<file path="src/rtl/phy_mgmt_pkg.sv">
// Shared constants and types for the PHY management slave.
// Assumes 16-bit registers and 5-bit register and PHY addresses.
package phy_mgmt_pkg;
    localparam int unsigned DW = 16;
    localparam int unsigned AW = 5;

    // Register addresses
    localparam logic [4:0] RA_CTRL = 5'd0;
    localparam logic [4:0] RA_STAT = 5'd1;
    localparam logic [4:0] RA_ID1  = 5'd2;
    localparam logic [4:0] RA_ID2  = 5'd3;
    localparam logic [4:0] RA_ADV  = 5'd4;
    localparam logic [4:0] RA_LPA  = 5'd5;
    localparam logic [4:0] RA_EXP  = 5'd6;
    localparam logic [4:0] RA_ISR  = 5'd17;
    localparam logic [4:0] RA_IER  = 5'd18;
    localparam logic [4:0] RA_VEND = 5'd19;
    localparam logic [4:0] RA_MODE = 5'd20;

    // Writable-bit masks
    localparam logic [15:0] CTRL_WMASK = 16'h7F80;
    localparam logic [15:0] ADV_WMASK  = 16'h25FF;
    localparam logic [15:0] MODE_WMASK = 16'h08FA;

    // Serial engine phases
    typedef enum logic [1:0] {
        FS_IDLE,
        FS_HDR,
        FS_TA,
        FS_DATA
    } fs_t;
endpackage

</file>
<file path="src/rtl/mgmt_frame_engine.sv">
// Serial frame engine. Counts preamble ones, decodes start, opcode,
// PHY address and register address, then handles turnaround and data.
// Assumes mdio_in is already synchronous to clk (MDC). It issues a
// one-cycle read request on the last address bit and a one-cycle write
// request on the last data bit.
module mgmt_frame_engine
    import phy_mgmt_pkg::*;
#(
    parameter int unsigned PRE_LEN = 32
) (
    input  logic          clk,
    input  logic          rst_n,
    input  logic          mdio_in,
    input  logic [AW-1:0] my_addr,
    input  logic          presupp_en,
    input  logic [DW-1:0] rd_data,
    output logic          rd_req,
    output logic          wr_req,
    output logic [AW-1:0] reg_addr,
    output logic [DW-1:0] wr_data,
    output logic          mdio_out,
    output logic          mdio_oe
);
    localparam int unsigned PRE_CW  = $clog2(PRE_LEN + 1);
    localparam int unsigned HDR_W   = 3 + 2 * AW;   // start bit 2, opcode, addresses
    localparam int unsigned CNT_W   = $clog2(DW);
    localparam logic [CNT_W-1:0] HDR_LAST = CNT_W'(HDR_W - 1);
    localparam logic [CNT_W-1:0] DAT_LAST = CNT_W'(DW - 1);
    localparam logic [PRE_CW-1:0] PRE_FULL = PRE_CW'(PRE_LEN);

    fs_t              state_q;
    logic [CNT_W-1:0] cnt_q;
    logic [PRE_CW-1:0] pre_q;
    logic [HDR_W-1:0] hdr_q;
    logic [DW-1:0]    sh_q;
    logic [AW-1:0]    addr_q;
    logic             hit_q;
    logic             is_rd_q;
    logic             seen_q;

    logic [HDR_W-1:0] hdr_nx;
    logic             hdr_ok;
    logic             op_rd;
    logic             op_wr;
    logic             start_ok;

    // Header decode from the bits so far plus the bit on the line now
    assign hdr_nx   = {hdr_q[HDR_W-2:0], mdio_in};
    assign op_rd    = (hdr_nx[2*AW+1:2*AW] == 2'b10);
    assign op_wr    = (hdr_nx[2*AW+1:2*AW] == 2'b01);
    assign hdr_ok   = hdr_nx[HDR_W-1] && (hdr_nx[2*AW-1:AW] == my_addr);
    assign start_ok = (pre_q == PRE_FULL) || (presupp_en && seen_q && (pre_q != '0));

    // Register-file requests
    assign rd_req   = (state_q == FS_HDR) && (cnt_q == HDR_LAST) && hdr_ok && op_rd;
    assign wr_req   = (state_q == FS_DATA) && (cnt_q == DAT_LAST) && hit_q && !is_rd_q;
    assign reg_addr = (state_q == FS_HDR) ? hdr_nx[AW-1:0] : addr_q;
    assign wr_data  = {sh_q[DW-2:0], mdio_in};

    // Frame sequencing, shifting and line drive
    always_ff @(posedge clk) begin
        if (!rst_n) begin
            state_q  <= FS_IDLE;
            cnt_q    <= '0;
            pre_q    <= '0;
            hdr_q    <= '0;
            sh_q     <= '0;
            addr_q   <= '0;
            hit_q    <= 1'b0;
            is_rd_q  <= 1'b0;
            seen_q   <= 1'b0;
            mdio_out <= 1'b0;
            mdio_oe  <= 1'b0;
        end else begin
            case (state_q)
                FS_IDLE: begin
                    mdio_oe <= 1'b0;
                    if (mdio_in) begin
                        if (pre_q != PRE_FULL) pre_q <= pre_q + 1'b1;
                    end else begin
                        pre_q <= '0;
                        if (start_ok) begin
                            state_q <= FS_HDR;
                            cnt_q   <= '0;
                        end
                    end
                end
                FS_HDR: begin
                    hdr_q <= hdr_nx;
                    if (cnt_q == HDR_LAST) begin
                        state_q <= FS_TA;
                        cnt_q   <= '0;
                        hit_q   <= hdr_ok && (op_rd || op_wr);
                        is_rd_q <= op_rd;
                        addr_q  <= hdr_nx[AW-1:0];
                        if (rd_req) sh_q <= rd_data;
                    end else begin
                        cnt_q <= cnt_q + 1'b1;
                    end
                end
                FS_TA: begin
                    if (cnt_q == '0) begin
                        cnt_q <= cnt_q + 1'b1;
                        if (hit_q && is_rd_q) begin
                            mdio_oe  <= 1'b1;
                            mdio_out <= 1'b0;
                        end
                    end else begin
                        state_q <= FS_DATA;
                        cnt_q   <= '0;
                        if (hit_q && is_rd_q) begin
                            mdio_out <= sh_q[DW-1];
                            sh_q     <= {sh_q[DW-2:0], 1'b0};
                        end
                    end
                end
                FS_DATA: begin
                    if (hit_q && is_rd_q) begin
                        mdio_out <= sh_q[DW-1];
                        sh_q     <= {sh_q[DW-2:0], 1'b0};
                    end else begin
                        sh_q <= wr_data;
                    end
                    if (cnt_q == DAT_LAST) begin
                        state_q <= FS_IDLE;
                        mdio_oe <= 1'b0;
                        seen_q  <= 1'b1;
                        pre_q   <= '0;
                    end else begin
                        cnt_q <= cnt_q + 1'b1;
                    end
                end
                default: state_q <= FS_IDLE;
            endcase
        end
    end
endmodule

</file>
<file path="src/rtl/mgmt_reg_file.sv">
// Management register file. Holds control, advertisement, interrupt
// enable, vendor and mode registers, and builds the status word from
// latched bits. Read side effects (latch reload, interrupt clear) take
// place in the cycle of rd_req. Assumes INT_W < 16.
module mgmt_reg_file
    import phy_mgmt_pkg::*;
#(
    parameter int unsigned INT_W    = 8,
    parameter logic [15:0] ID1      = 16'h1C04,
    parameter logic [15:0] ID2      = 16'h5C31,
    parameter logic [15:0] ADV_DEF  = 16'h01E1,
    parameter logic [15:0] VEND_DEF = 16'h00C0
) (
    input  logic             clk,
    input  logic             rst_n,
    input  logic [AW-1:0]    strap_addr,
    input  logic             rd_req,
    input  logic             wr_req,
    input  logic [AW-1:0]    reg_addr,
    input  logic [DW-1:0]    wr_data,
    input  logic             link_up,
    input  logic             jabber_evt,
    input  logic             rfault_evt,
    input  logic             an_done,
    input  logic             an_restart_ack,
    input  logic [DW-1:0]    lp_ability,
    input  logic [INT_W-1:0] int_evt,
    output logic [DW-1:0]    rd_data,
    output logic [DW-1:0]    ctrl_q,
    output logic [DW-1:0]    adv_q,
    output logic [DW-1:0]    vend_q,
    output logic [DW-1:0]    mode_q,
    output logic [AW-1:0]    my_addr,
    output logic             presupp_en,
    output logic             irq_n
);
    localparam int unsigned PAD_W = DW - INT_W;

    logic [DW-1:0]    ctrl_r, adv_r, vend_r, mode_r;
    logic [INT_W-1:0] isr_r, ier_r;
    logic [AW-1:0]    addr_r;
    logic             link_ll, jab_lh, rf_lh;
    logic             soft_rst, rd_stat, rd_isr;
    logic [DW-1:0]    stat_w;

    assign soft_rst = wr_req && (reg_addr == RA_CTRL) && wr_data[15];
    assign rd_stat  = rd_req && (reg_addr == RA_STAT);
    assign rd_isr   = rd_req && (reg_addr == RA_ISR);

    // Writable registers with hardware and soft reset defaults
    always_ff @(posedge clk) begin
        if (!rst_n || soft_rst) begin
            ctrl_r <= {4'b0011, 1'b0, (strap_addr == '0), 10'b0};
            adv_r  <= ADV_DEF;
            vend_r <= VEND_DEF;
            ier_r  <= '0;
            mode_r <= {8'h00, strap_addr, 3'b010};
            addr_r <= strap_addr;
        end else begin
            if (wr_req && reg_addr == RA_CTRL) ctrl_r <= wr_data & CTRL_WMASK;
            else if (an_restart_ack)           ctrl_r[9] <= 1'b0;
            if (wr_req && reg_addr == RA_ADV)  adv_r  <= wr_data & ADV_WMASK;
            if (wr_req && reg_addr == RA_VEND) vend_r <= wr_data;
            if (wr_req && reg_addr == RA_IER)  ier_r  <= wr_data[INT_W-1:0];
            if (wr_req && reg_addr == RA_MODE) mode_r <= wr_data & MODE_WMASK;
        end
    end

    // Latching status bits and interrupt status, reloaded on read
    always_ff @(posedge clk) begin
        if (!rst_n || soft_rst) begin
            link_ll <= 1'b0;
            jab_lh  <= 1'b0;
            rf_lh   <= 1'b0;
            isr_r   <= '0;
        end else begin
            link_ll <= rd_stat ? link_up    : (link_ll & link_up);
            jab_lh  <= rd_stat ? jabber_evt : (jab_lh | jabber_evt);
            rf_lh   <= rd_stat ? rfault_evt : (rf_lh | rfault_evt);
            isr_r   <= rd_isr  ? int_evt    : (isr_r | int_evt);
        end
    end

    assign stat_w = {1'b0, 4'b1111, 4'b0000, mode_r[1], an_done, rf_lh,
                     1'b1, link_ll, jab_lh, 1'b1};

    // Read multiplexer
    always_comb begin
        case (reg_addr)
            RA_CTRL: rd_data = ctrl_r;
            RA_STAT: rd_data = stat_w;
            RA_ID1:  rd_data = ID1;
            RA_ID2:  rd_data = ID2;
            RA_ADV:  rd_data = adv_r;
            RA_LPA:  rd_data = lp_ability;
            RA_EXP:  rd_data = '0;
            RA_ISR:  rd_data = {{PAD_W{1'b0}}, isr_r};
            RA_IER:  rd_data = {{PAD_W{1'b0}}, ier_r};
            RA_VEND: rd_data = vend_r;
            RA_MODE: rd_data = mode_r;
            default: rd_data = '0;
        endcase
    end

    assign ctrl_q     = ctrl_r;
    assign adv_q      = adv_r;
    assign vend_q     = vend_r;
    assign mode_q     = mode_r;
    assign my_addr    = addr_r;
    assign presupp_en = mode_r[1];
    assign irq_n      = ~|(isr_r & ier_r);
endmodule

</file>
<file path="src/rtl/phy_mgmt_slave.sv">
// Top of the PHY management slave: serial frame engine plus register
// file, both clocked by MDC. Assumes the line is resolved outside
// (mdio_in is the line level, mdio_oe/mdio_out drive it).
module phy_mgmt_slave
    import phy_mgmt_pkg::*;
#(
    parameter int unsigned PRE_LEN  = 32,
    parameter int unsigned INT_W    = 8,
    parameter logic [15:0] ID1      = 16'h1C04,
    parameter logic [15:0] ID2      = 16'h5C31,
    parameter logic [15:0] ADV_DEF  = 16'h01E1,
    parameter logic [15:0] VEND_DEF = 16'h00C0
) (
    input  logic             mdc,
    input  logic             rst_n,
    input  logic             mdio_in,
    output logic             mdio_out,
    output logic             mdio_oe,
    input  logic [4:0]       strap_addr,
    input  logic             link_up,
    input  logic             jabber_evt,
    input  logic             rfault_evt,
    input  logic             an_done,
    input  logic             an_restart_ack,
    input  logic [15:0]      lp_ability,
    input  logic [INT_W-1:0] int_evt,
    output logic [15:0]      ctrl_q,
    output logic [15:0]      adv_q,
    output logic [15:0]      vend_q,
    output logic [15:0]      mode_q,
    output logic             irq_n
);
    logic          rd_req, wr_req, presupp_en;
    logic [AW-1:0] reg_addr, my_addr;
    logic [DW-1:0] wr_data, rd_data;

    mgmt_frame_engine #(.PRE_LEN(PRE_LEN)) u_eng (
        .clk        (mdc),
        .rst_n      (rst_n),
        .mdio_in    (mdio_in),
        .my_addr    (my_addr),
        .presupp_en (presupp_en),
        .rd_data    (rd_data),
        .rd_req     (rd_req),
        .wr_req     (wr_req),
        .reg_addr   (reg_addr),
        .wr_data    (wr_data),
        .mdio_out   (mdio_out),
        .mdio_oe    (mdio_oe)
    );

    mgmt_reg_file #(
        .INT_W(INT_W), .ID1(ID1), .ID2(ID2), .ADV_DEF(ADV_DEF), .VEND_DEF(VEND_DEF)
    ) u_regs (
        .clk            (mdc),
        .rst_n          (rst_n),
        .strap_addr     (strap_addr),
        .rd_req         (rd_req),
        .wr_req         (wr_req),
        .reg_addr       (reg_addr),
        .wr_data        (wr_data),
        .link_up        (link_up),
        .jabber_evt     (jabber_evt),
        .rfault_evt     (rfault_evt),
        .an_done        (an_done),
        .an_restart_ack (an_restart_ack),
        .lp_ability     (lp_ability),
        .int_evt        (int_evt),
        .rd_data        (rd_data),
        .ctrl_q         (ctrl_q),
        .adv_q          (adv_q),
        .vend_q         (vend_q),
        .mode_q         (mode_q),
        .my_addr        (my_addr),
        .presupp_en     (presupp_en),
        .irq_n          (irq_n)
    );
endmodule

</file>
<file path="config.mk">
export PLATFORM = sky130hd
export DESIGN_NAME = phy_mgmt_slave
export DESIGN_NICKNAME = d
export VERILOG_FILES = /design/src/rtl/phy_mgmt_pkg.sv /design/src/rtl/mgmt_frame_engine.sv /design/src/rtl/mgmt_reg_file.sv /design/src/rtl/phy_mgmt_slave.sv
export SDC_FILE = /design/constraint.sdc
export NUM_CORES = 1
export LEC_CHECK = 0
export ABC_AREA = 1
export ABC_CLOCK_PERIOD_IN_PS = 5200
export BUFFER_PORTS_ARGS = -buffer_cell sky130_fd_sc_hd__buf_2
export CORE_MARGIN = 1
export CORE_UTILIZATION = 35
export CTS_BUF_LIST = sky130_fd_sc_hd__clkbuf_4
export DETAILED_ROUTE_END_ITERATION = 7
export SYNTH_ARGS = -nofsm -noshare
export SYNTH_HDL_FRONTEND = slang
export SYNTH_HIERARCHICAL = 1
export SYNTH_SLANG_ARGS = --single-unit
</file>
<file path="constraint.sdc">
create_clock -name mdc -period 5.2 [get_ports mdc]
set_clock_uncertainty 0.15 [all_clocks]
set_input_delay 1.04 -clock mdc [delete_from_list [all_inputs] [get_ports mdc]]
set_output_delay 1.04 -clock mdc [all_outputs]
set_load 0.05 [all_outputs]
</file>
Word-level counts from Yosys, hierarchy flattened
Index checks and enable logic that the tools add are counted.

storage, ports and cells
  logic and storage cells = 150
  bits of input ports = 37
  flip-flop bits (word level) = 116
  output and inout bits = 67

operators by class
  bitwise operators = 5
  reduce and logical (&&, ||, !) cells = 46
  $add $sub $neg = 2
  equal/unequal tests = 30
  muxes and demuxes = 43

operator list
  operator                                                          number
  16-bit one-hot mux with 10 select lines                           1
  16-bit 2-to-1 mux                                                 4
  16-bit one-hot mux with 3 select lines                            1
  8-bit 2-to-1 mux                                                  3
  5-bit == test (second input constant)                             4
  4-bit 2-to-1 mux                                                  5
  1-bit logical AND                                                 19
  6-bit 2-to-1 mux                                                  3
  4-bit one-hot mux with 4 select lines                             1
  1-bit 2-to-1 mux                                                  13
  6-bit one-hot mux with 2 select lines                             1
  11-bit 2-to-1 mux                                                 1
  5-bit by 2-bit == test with 1-bit output (second input constant)  2
  5-bit by 3-bit == test with 1-bit output (second input constant)  2
  5-bit logical NOT                                                 2
  2-bit 2-to-1 mux                                                  5
  2-bit by 1-bit != test with 1-bit output (second input constant)  5
  5-bit AND reduction                                               2
  2-bit nonzero test                                                5
  9-bit 2-to-1 mux                                                  1
  8-bit bitwise AND                                                 1
  4-bit == test (second input constant)                             2
  2-bit != test (second input constant)                             4
  8-bit bitwise OR                                                  1
  other kinds (26)                                                  38

Logic depth before layout (Yosys ltp)
Gate-level depths: netlist (run 1).

  word-level depth = 8
  depth in mapped cells = 21
  depth with buffers taken out = 18

Modules after synthesis
Netlist (run 1), hierarchy kept.

modules (own cells, without submodules)
  module             cells each  times used  sequential area each (um^2)  area each (um^2)
  mgmt_reg_file      591         1           1431.4                       3799.9
  mgmt_frame_engine  389         1           1001.0                       2775.2

Worst setup path before layout (run 1)
OpenSTA, ideal clock, no wires.

  kind = register to output
  from = reg u_regs.isr_r[0]
  to = out irq_n
  required time = 4.010 ns
  stages on the path, launching flop included = 4
  slack = 2.386 ns
  path buffers = 0
  data arrival time = 1.624 ns
  cells stage by stage = dfxtp_1 nand2_1 nand3_1 a211oi_1

on the way
  longest elaborated chain between the ends = 3

ends and longest elaborated chain
  element                 line                  RTL
  from (decl)             mgmt_reg_file.sv:40   logic [INT_W-1:0] isr_r, ier_r;
  from (signal assigned)  mgmt_reg_file.sv:80   isr_r <= rd_isr ? int_evt : (isr_r | int_evt);
  8-bit bitwise AND       mgmt_reg_file.sv:111  assign irq_n = ~|(isr_r & ier_r);
  8-bit OR reduction      mgmt_reg_file.sv:111
  1-bit logical NOT       mgmt_reg_file.sv:111
  to (decl)               phy_mgmt_slave.sv:31  output logic irq_n

Every way passes these cells.

Final worst setup path (run 1)
  from = reg u_eng.state_q[1]
  to = reg u_regs.addr_r[0], in the netlist u_regs/my_addr[0] (enable)

RTL lines
  element                                   line                     RTL
  from (decl)                               mgmt_frame_engine.sv:31  fs_t state_q;
  from (signal assigned)                    mgmt_frame_engine.sv:63  state_q <= FS_IDLE;
  from (signal assigned)                    mgmt_frame_engine.sv:83  state_q <= FS_HDR;
  from (signal assigned)                    mgmt_frame_engine.sv:91  state_q <= FS_TA;
  2-bit by 1-bit == test with 1-bit output  mgmt_frame_engine.sv:57  assign reg_addr = (state_q == FS_HDR) ? hdr_nx[AW-1:0] : addr_q;
  5-bit 2-to-1 mux                          mgmt_frame_engine.sv:57
  net reg_addr[2]                           phy_mgmt_slave.sv:34     logic [AW-1:0] reg_addr, my_addr;
  5-bit logical NOT                         mgmt_reg_file.sv:46      assign soft_rst = wr_req && (reg_addr == RA_CTRL) && wr_data[15];
  1-bit logical AND (2 in a row)            mgmt_reg_file.sv:46
  1-bit logical OR                          mgmt_reg_file.sv:52      if (!rst_n || soft_rst) begin
  to (signal assigned)                      mgmt_reg_file.sv:58      addr_r <= strap_addr;
  to (decl)                                 mgmt_reg_file.sv:41      logic [AW-1:0] addr_r;

The timed path passes the listed nets, and every way through them passes these cells.
A chain may end at the register's enable or synchronous reset.

==> flow_metrics.tcl, run 1 <==
set metrics [dict create \
    status "finished, violations left" \
    violations "DRC" \
    synthTopCellsByArea "dfxtp_1 (32%), nand2_1 (17%), nor2_1 (7.3%)" \
    rr_startpoint "u_eng/state_q[1]" \
    ir_worst_vdd_uv 189 \
    antenna_left 0 \
    muxShareOfSynthArea 0.0228 \
    syn-instance-count 980 \
    totalWireLength_um 18200 \
    drt_pass1_iterations 7 \
    synth-simple-area-share 0.375 \
    cts_max_path_buffers 2 \
    rsz0062_at_grt "no" \
    path_max_fanout 56 \
    leakagePower_uw 0.00357 \
    syn_to_final_growth_pct 9.80 \
    post-route-period-util 0.766 \
    end_kind "flop" \
    n_fill_cell 1921 \
    ys_seq_area_frac 0.370 \
    min_path_type "reg -> reg" \
    dieWidth_um 139 \
    crit_path_start_kind "flop" \
    final-hold-violation-count 0 \
    grt_usage 0.193 \
    vias_per_cell 4.80 \
    required_ns 5.22 \
    cts.sinks 116 \
    drtIter0Drc 489 \
    fmax_mhz 251 \
    die_area_sq_um 19300 \
    grt_first_pass_wirelength_um 29000 \
    synth_top_family_by_area "simple AND/OR/NAND/NOR gates" \
    r2r_slack_ns 1.22 \
    numPortBuffers 81 \
    avgSynthCellArea_sq_um 6.71 \
    ios 104 \
    fin_ws_ns 1.22 \
    syn_area_sq_um 6580 \
    postCtsResizedCells 0 \
    setup_violations 0 \
    route.detailed.drc 6 \
    holdPathEnd "u_eng/seen_q" \
    synth_edf_count 11 \
    worst_pin_slew_ns 0.903 \
    powerDensity_nw_per_um2 407 \
    final.setup.tns_ns 0 \
    core_area_sq_um 18200 \
    synthAdderAreaFrac 0.0171 \
    synth_top_area_frac 0.320 \
    place_congestion 0.889 \
    row_count 49 \
    max_slew_margin 0.395 \
    insertion_delay_ns 0.53 \
    dp_hpwl_um 12800 \
    hold_ws_ns 0.303 \
    yosys_warnings 6 \
    clk_pin_slew_ns 0.11 \
    grt_start_max_net_pins 57 \
    grt_pass1_vias 5448 \
    cts_setup_buffers 0 \
    async_flop_share 0 \
    die_y_um 139 \
    yosys.area_share.xor_xnor 0.00266 \
    clock-root-buffer "clkbuf_4" \
    hold_depth 2 \
    ff2ff_path_depth 11 \
    cts_hold_buf 0 \
    synth_flop_cell "dfxtp_1" \
    power_uw 2940 \
    crit_type "reg -> reg" \
    min_from "u_eng/seen_q" \
    drive_above_1_share 0.144 \
    routedWlPerCell_um 14.3 \
    crit_arrival_ns 4.00 \
    yosysUniqueCellTypes 37 \
    synth_top_area_cell "dfxtp_1" \
    r2r_end "u_regs/my_addr[0]" \
    maxSlewViolCount 0 \
    h-tree-depth 4 \
    dpl_worst_slack_ns 1.28 \
    synth_compound_area_frac 0.0643 \
    cts_tree "built" \
    grt_overflow_total 0 \
    vias 6109 \
    start_util 0.361 \
    nets 1076 \
    synth_seq_cells 116 \
    antenna_found_initial 1 \
    cap_viol_max_count 0 \
    min_period_ns 3.98 \
    cts_made_buffers 17 \
]
==> per-layer routing <==
layer | routed length [um] | global-route usage | share of wire | vias to the layer above
met5 | 0 | 0 | 0 | -
met3 | 1020 | 0.0442 | 0.056 | 21
met2 | 8420 | 0.309 | 0.46 | 174
li1 | - | - | - | 3132
met1 | 8410 | 0.255 | 0.46 | 2782
met4 | 303 | 0.0632 | 0.017 | 0
==> flip-flops by register name (all words and copies together), names as in the netlist, 2 cells and up <==
signal and cells:
u_eng/pre_q 6, u_regs/adv_q 11, u_eng/hdr_q 12, u_eng/state_q 2, u_regs/mode_q 7, u_eng/cnt_q 4, u_eng/addr_q 5, u_regs/isr_r 8
u_regs/my_addr 5, u_eng/sh_q 16, u_regs/vend_q 16, u_regs/ier_r 8, u_regs/ctrl_q 8
==> cells in the mapped netlist, types with 11 or more instances <==
cell,instances
nand2_1,303
nor2_1,127
dfxtp_1,105
inv_1,104
nand3_1,91
a21oi_1,51
buf_4,49
o21ai_0,21
nand4_1,17
mux2i_1,15
buf_2,12
edfxtp_1,11
==> cell usage in the layout, fill, tap and decap left out, drive strengths merged <==
| cell type | count |
|---|---|
| a21oi | 51 |
| a211oi | 2 |
| conb | 22 |
| o211a | 1 |
| o21ai | 26 |
| mux2i | 15 |
| nor2 | 139 |
| clkinvlp | 2 |
| diode | 1 |
| buf | 87 |
| bufinv | 6 |
| nand4 | 19 |
| a22o | 1 |
| ha | 9 |
| nand3b | 2 |
| nand3 | 93 |
| inv | 109 |
| nand2 | 309 |
| nor3b | 3 |
| nor3 | 5 |
| edfxtp | 11 |
| clkbuf | 19 |
| dfxtp | 105 |
| clkinv | 5 |
| xor2 | 2 |
==> kinds of logic (layout without fill, tap and decap cells) <==
kind of cell	count (synthesis)	in the layout
buffers and inverters	186	228
other	1	23
flip-flops	116	116
multiplexers	15	15
adder cells (fa/ha/maj)	9	9
AND/OR/NAND/NOR	570	570
AO/OA/AOI/OAI	81	81
XOR/XNOR	2	2
==> cell type report <==
| class | count | area (sq um) | share of cell area |
|---|---|---|---|
| antenna | 1 | 2.50 | 0.000347 |
| multi-input combinational | 699 | 3260 | 0.452 |
| clock buffer | 19 | 143 | 0.0198 |
| timing repair buffer | 87 | 450 | 0.0624 |
| inverter | 109 | 412 | 0.0570 |
| clock inverter | 13 | 231 | 0.0321 |
| sequential | 116 | 2430 | 0.337 |
| tap | 229 | 287 | 0.0397 |
==> power by group <==
part / internal (uW) / switching (uW)
combinational: 342 / 668
sequential: 994 / 74.4
clock: 489 / 370
total: 1830 / 1110
==> critical path, stage by stage (launching register included) <==
cell and delay, ns:
dfxtp_1 0.34, inv_1 0.09, ha_1 0.59, inv_1 0.39
nand2_1 0.14, nand2_1 0.12, nor2_2 0.44, nand2_2 0.21
nor2_8 0.27, nand3_4 0.19, nand2_4 0.12, buf_4 0.50
==> worst max-delay path by stage <==
stage | start | to | slack (ns) | cells after the start
finish | u_eng/state_q[1] | u_regs/my_addr[0] | 1.22 | 11
floorplan | u_regs/isr_r[0] | irq_n | 2.39 | 3
CTS | u_eng/state_q[1] | u_regs/my_addr[3] | 1.26 | 11
global placement | u_eng/state_q[1] | u_regs/my_addr[3] | 1.37 | 11
global route | u_eng/state_q[1] | u_regs/mode_q[3] | 0.86 | 13
detailed placement | u_eng/state_q[1] | u_regs/my_addr[0] | 1.28 | 11
==> stage by stage <==
| step | cells | utilization | area, sq um |
|---|---|---|---|
| floorplan | 1001 | - | 6650 |
| global placement | 1240 | 0.376 | 6840 |
| detailed placement | 1240 | 0.376 | 6840 |
| CTS | 1272 | 0.396 | 7220 |
| global route | 1273 | 0.396 | 7220 |
| finish | 1273 | 0.396 | 7220 |
(Power assumes the default switching activity.)
==> run 2: changes to the inputs <==
Settings changed: ABC_CLOCK_PERIOD_IN_PS 5200 to 3600.
Clock period 5.2 ns to 3.6 ns, I/O delays scaled along.
==> run 2 against run 1 <==
Against the previous run: the run still ends with DRC left; combinational power up 47%; utilization about the same; first-iteration DRC count up 5.9%; die area unchanged.
==> flow_metrics.tcl, run 2 (synthesis gave the netlist of run 1 again) <==
set metrics [dict create \
    status "finished, violations left" \
    violations "DRC" \
    max_slew_margin 0.513 \
    cp_top_family "simple AND/OR/NAND/NOR gates" \
    setup_violations 0 \
    crit_arrival_ns 3.20 \
    nets 1083 \
    final_cell_mix "nand2_1 (303), nor2_1 (126), dfxtp_1 (105)" \
    r2r_slack_ns 0.47 \
    crit_path_start_kind "flop" \
    rsz0062_at_grt "no" \
    worstPathCellList "inv_1 -> ha_1 -> inv_1 -> nand2_1 -> nand2_1 -> nor2_4 -> inv_2 -> nor2_8 -> nand3_4 -> nand2_4 -> inv_2 -> nand2_1" \
    cts_hold_buf 0 \
    clk_pin_slew_ns 0.11 \
    vias 6077 \
    numPortBuffers 81 \
    place_congestion 0.895 \
    post-route-period-util 0.869 \
    dp_cells 1247 \
    die_y_um 139 \
    cp_common_cell "nand2_1" \
    cts_made_buffers 17 \
    row_count 49 \
    grt_util_met1 0.247 \
    cpPeakStageDelay_ns 0.35 \
    final_common_cell "nand2_1" \
    powerDensity_nw_per_um2 565 \
    cts_max_path_buffers 2 \
    drive_above_1_share 0.146 \
    grt_start_max_net_pins 50 \
    final-hold-violation-count 0 \
    antenna_found_initial 1 \
    finalNonFillerCells 1280 \
    die_area_sq_um 19300 \
    grt_first_pass_wirelength_um 29200 \
    required_ns 3.67 \
    cts_setup_buffers 0 \
    maxSlewViolCount 0 \
    grt_overflow_total 0 \
    totalWireLength_um 18100 \
    route.detailed.drc 6 \
    cts.sinks 116 \
    crit_type "reg -> reg" \
    final.setup.tns_ns 0 \
    drtIter0Drc 518 \
    use_met2 0.314 \
    min_path_type "in -> reg" \
    top_usage_layer "met2" \
    syn_to_final_growth_pct 9.84 \
    antenna_left 0 \
    vias_per_cell 4.75 \
    met3_usage 0.0428 \
    h-tree-depth 4 \
    drt_pass1_iterations 8 \
    start_util 0.361 \
    dp_hpwl_um 13000 \
    min_period_ns 3.13 \
    grt_usage 0.192 \
    cp_num_buf_inv 4 \
    path_max_fanout 27 \
    dieWidth_um 139 \
    postCtsResizedCells 0 \
    routedWlPerCell_um 14.1 \
    ir_worst_vdd_uv 311 \
    core_area_sq_um 18200 \
    cts_tree "built" \
    power_uw 4080 \
    cap_viol_max_count 0 \
    crit_slowest_cell "dfxtp_1" \
    fmax_mhz 320 \
    insertion_delay_ns 0.53 \
    end_kind "flop" \
    leakagePower_uw 0.00359 \
    grt_pass1_vias 5645 \
    worst_pin_slew_ns 0.729 \
    ios 104 \
    clock-root-buffer "clkbuf_4" \
]
run 2: through the flow:
step | util | instance area (sq um) | setup slack, ns | hold slack [ns]
floorplan | - | 6650 | 0.959 | 0.280
global placement | 0.379 | 6910 | 0.570 | 0.288
detailed placement | 0.379 | 6910 | 0.518 | 0.297
CTS | 0.396 | 7220 | 0.475 | 0.189
global route | 0.397 | 7220 | 0.137 | 0.180
finish | 0.397 | 7220 | 0.471 | 0.239
run 2: path summary, 6_finish.rpt:
path,start,end,depth (start not counted)
setup / recovery,u_eng/state_q[1],u_regs/mode_q[4],12
hold / removal,int_evt[3],u_regs/isr_r[3],3
setup reg to reg,u_eng/state_q[1],u_regs/mode_q[4],12
hold reg to reg,u_eng/mdio_oe,u_eng/mdio_oe,2
run 2: routing by layer:
layer | share of wire | vias to the layer above | wire, um
met5 | 0 | - | 0
met4 | 0.020 | 0 | 361
met3 | 0.060 | 22 | 1090
met2 | 0.47 | 181 | 8450
met1 | 0.45 | 2735 | 8180
li1 | - | 3139 | -
run 2: cell type report:
class	instances	area [sq um]
antenna	1	2.50
clock buffer	20	150
clock inverter	12	161
fill	1917	11000
inverter	109	412
multi-input combinational	699	3260
sequential	116	2430
tap	229	287
timing repair buffer	94	515
run 2: worst min-delay path, stage by stage:
cell	delay, ns
buf_2	0.07
a21oi_1	0.03
nor2_1	0.06
run 2: where the power goes:
part	leakage, uW	switching [uW]	total, uW	internal, uW
clock	0.000167	492	1060	564
combinational	0.00246	971	1480	507
sequential	0.000958	109	1540	1440
total	0.00359	1570	4080	2510
==> run 3: changes to the inputs <==
Settings changed: CTS_BUF_LIST sky130_fd_sc_hd__clkbuf_4 to default, MAX_ROUTING_LAYER from default to met4.
==> run 3 against run 2 <==
Against the previous run: the run still ends with DRC left; clock power rose by 72%; die area stayed put; sequential power about the same; highest routed layer unchanged; final area increased by 4.5%; critical path type unchanged; via count is 0.16% higher; worst setup slack better by 0.0092 ns; sequential share of layout area shrank 1.4 points.
==> flow_metrics.tcl, run 3 (synthesis gave the netlist of run 1 again) <==
set metrics [dict create \
    dp_hpwl_um 13000 \
    fmax_mhz 320 \
    p_clk_frac 0.376 \
    insertion_delay_ns 0.42 \
    required_ns 3.56 \
    nets 1083 \
    final_cell_mix "nand2_1 (303), nor2_1 (126), dfxtp_1 (105)" \
    final.setup.tns_ns 0 \
    r2r_slack_ns 0.48 \
    place_congestion 0.910 \
    routedWlPerCell_um 14.2 \
    leakagePower_uw 0.00373 \
    setup_violations 0 \
    start_util 0.361 \
    worstSetupEndpoint "u_regs/mode_q[3]" \
    cts_setup_buffers 0 \
    cap_viol_max_count 0 \
    antenna_left 0 \
    antenna_found_initial 0 \
    dieWidth_um 139 \
    rr_startpoint "u_eng/state_q[1]" \
    power_switching_uw 1680 \
    p_seq_frac 0.319 \
    powerDensity_nw_per_um2 643 \
    min_path_type "reg -> reg" \
    drive_above_1_share 0.147 \
    ir_worst_vdd_uv 358 \
    critPathLaunch "u_eng/state_q[1]" \
    final_common_cell "nand2_1" \
    grt_overflow_total 0 \
    crit_type "reg -> reg" \
    grt_usage 0.200 \
    path_max_fanout 27 \
    cts_tree "built" \
    n_fill_cell 1862 \
    post-route-period-util 0.867 \
    grt_start_max_net_pins 50 \
    core_area_sq_um 18200 \
    totalWireLength_um 18200 \
    clk_pin_slew_ns 0.05 \
    violations "DRC" \
    worst_pin_slew_ns 0.730 \
    cts_made_buffers 17 \
    crit_path_start_kind "flop" \
    hold_ws_ns 0.299 \
    grt_first_pass_wirelength_um 29400 \
    final-hold-violation-count 0 \
    cts_max_path_buffers 2 \
    die_area_sq_um 19300 \
    maxSlewViolCount 0 \
    drtIter0Drc 582 \
    grt_pass1_vias 5689 \
    vias 6087 \
    dpl_worst_slack_ns 0.518 \
    postCtsResizedCells 0 \
    status "finished, violations left" \
    h-tree-depth 4 \
    syn_to_final_growth_pct 14.8 \
    drt_pass1_iterations 7 \
    end_kind "flop" \
    switching_share 0.345 \
    route.detailed.drc 6 \
    rsz0062_at_grt "no" \
    fin_ws_ns 0.480 \
    p_int_uw 3180 \
    antenna_cells 0 \
    ff2ff_path_depth 12 \
    cts_hold_buf 0 \
    crit_arrival_ns 3.08 \
    row_count 49 \
    min_period_ns 3.12 \
    numPortBuffers 81 \
    cts.sinks 116 \
    ios 104 \
    max_slew_margin 0.512 \
    comb_power_share 0.305 \
    r2r_end "u_regs/mode_q[3]" \
    vias_per_cell 4.76 \
    clock-root-buffer "clkbuf_16" \
    die_y_um 139 \
]
## run 3: cell types whose count changed in the layout (fill, tap and decap cells not counted)
cell | before | now
clkbuf_4 | 20 | 0
clkbuf_16 | 0 | 17
clkbuf_8 | 0 | 4
clkinv_1 | 4 | 0
clkbuf_1 | 0 | 3
diode_2 | 1 | 0
## run 3: how the worst min path moves through the flow
stage,from,to,slack (ns),cells after the start
finish,u_eng/mdio_oe,u_eng/mdio_oe,0.30,2
global placement,u_eng/mdio_oe,u_eng/mdio_oe,0.29,2
detailed placement,u_eng/mdio_oe,u_eng/mdio_oe,0.30,2
CTS,u_eng/mdio_oe,u_eng/mdio_oe,0.31,2
global route,u_eng/mdio_oe,u_eng/mdio_oe,0.34,2
floorplan,u_eng/seen_q,u_eng/seen_q,0.28,2
## run 3: power groups by stage
stage	Combinational [uW]	Sequential [uW]	Clock, uW
after floorplan	1310	1570	0
after global placement	1470	1570	0
after detailed placement	1480	1570	0
after CTS	1480	1550	1850
after global routing	1670	1570	1900
final	1480	1550	1820
## run 3: through the flow
step	power (uW)	utilization	cell area (sq um)	instances
6_report	4850	0.414	7550	1279
3_5_place_dp	3050	0.379	6910	1247
2_1_floorplan	2880	-	6650	1001
5_1_grt	5130	0.414	7550	1279
4_1_cts	4880	0.414	7550	1279
3_3_place_gp	3040	0.379	6910	1247
## run 3: final cells by class
type	count	area [sq um]	area share
tap	229	287	0.0380
multi-input combinational	699	3260	0.432
clock buffer	24	492	0.0652
inverter	109	412	0.0546
timing repair buffer	94	515	0.0683
clock inverter	8	146	0.0194
sequential	116	2430	0.322
## run 3: metal layers
metal	global-route usage	share of wire
met5	-	0
met4	0.0842	0.023
met3	0.0411	0.057
met2	0.315	0.47
met1	0.248	0.45
## run 3: worst max-delay path: stages (launching register included)
cell and delay, ns:
dfxtp_1 0.32, inv_1 0.09, ha_1 0.19, inv_1 0.22, nand2_1 0.12, nand2_1 0.24, nor2_4 0.24, inv_2 0.10
nor2_8 0.25, nand3_4 0.18, nand2_4 0.29, inv_2 0.18, nand2_1 0.23
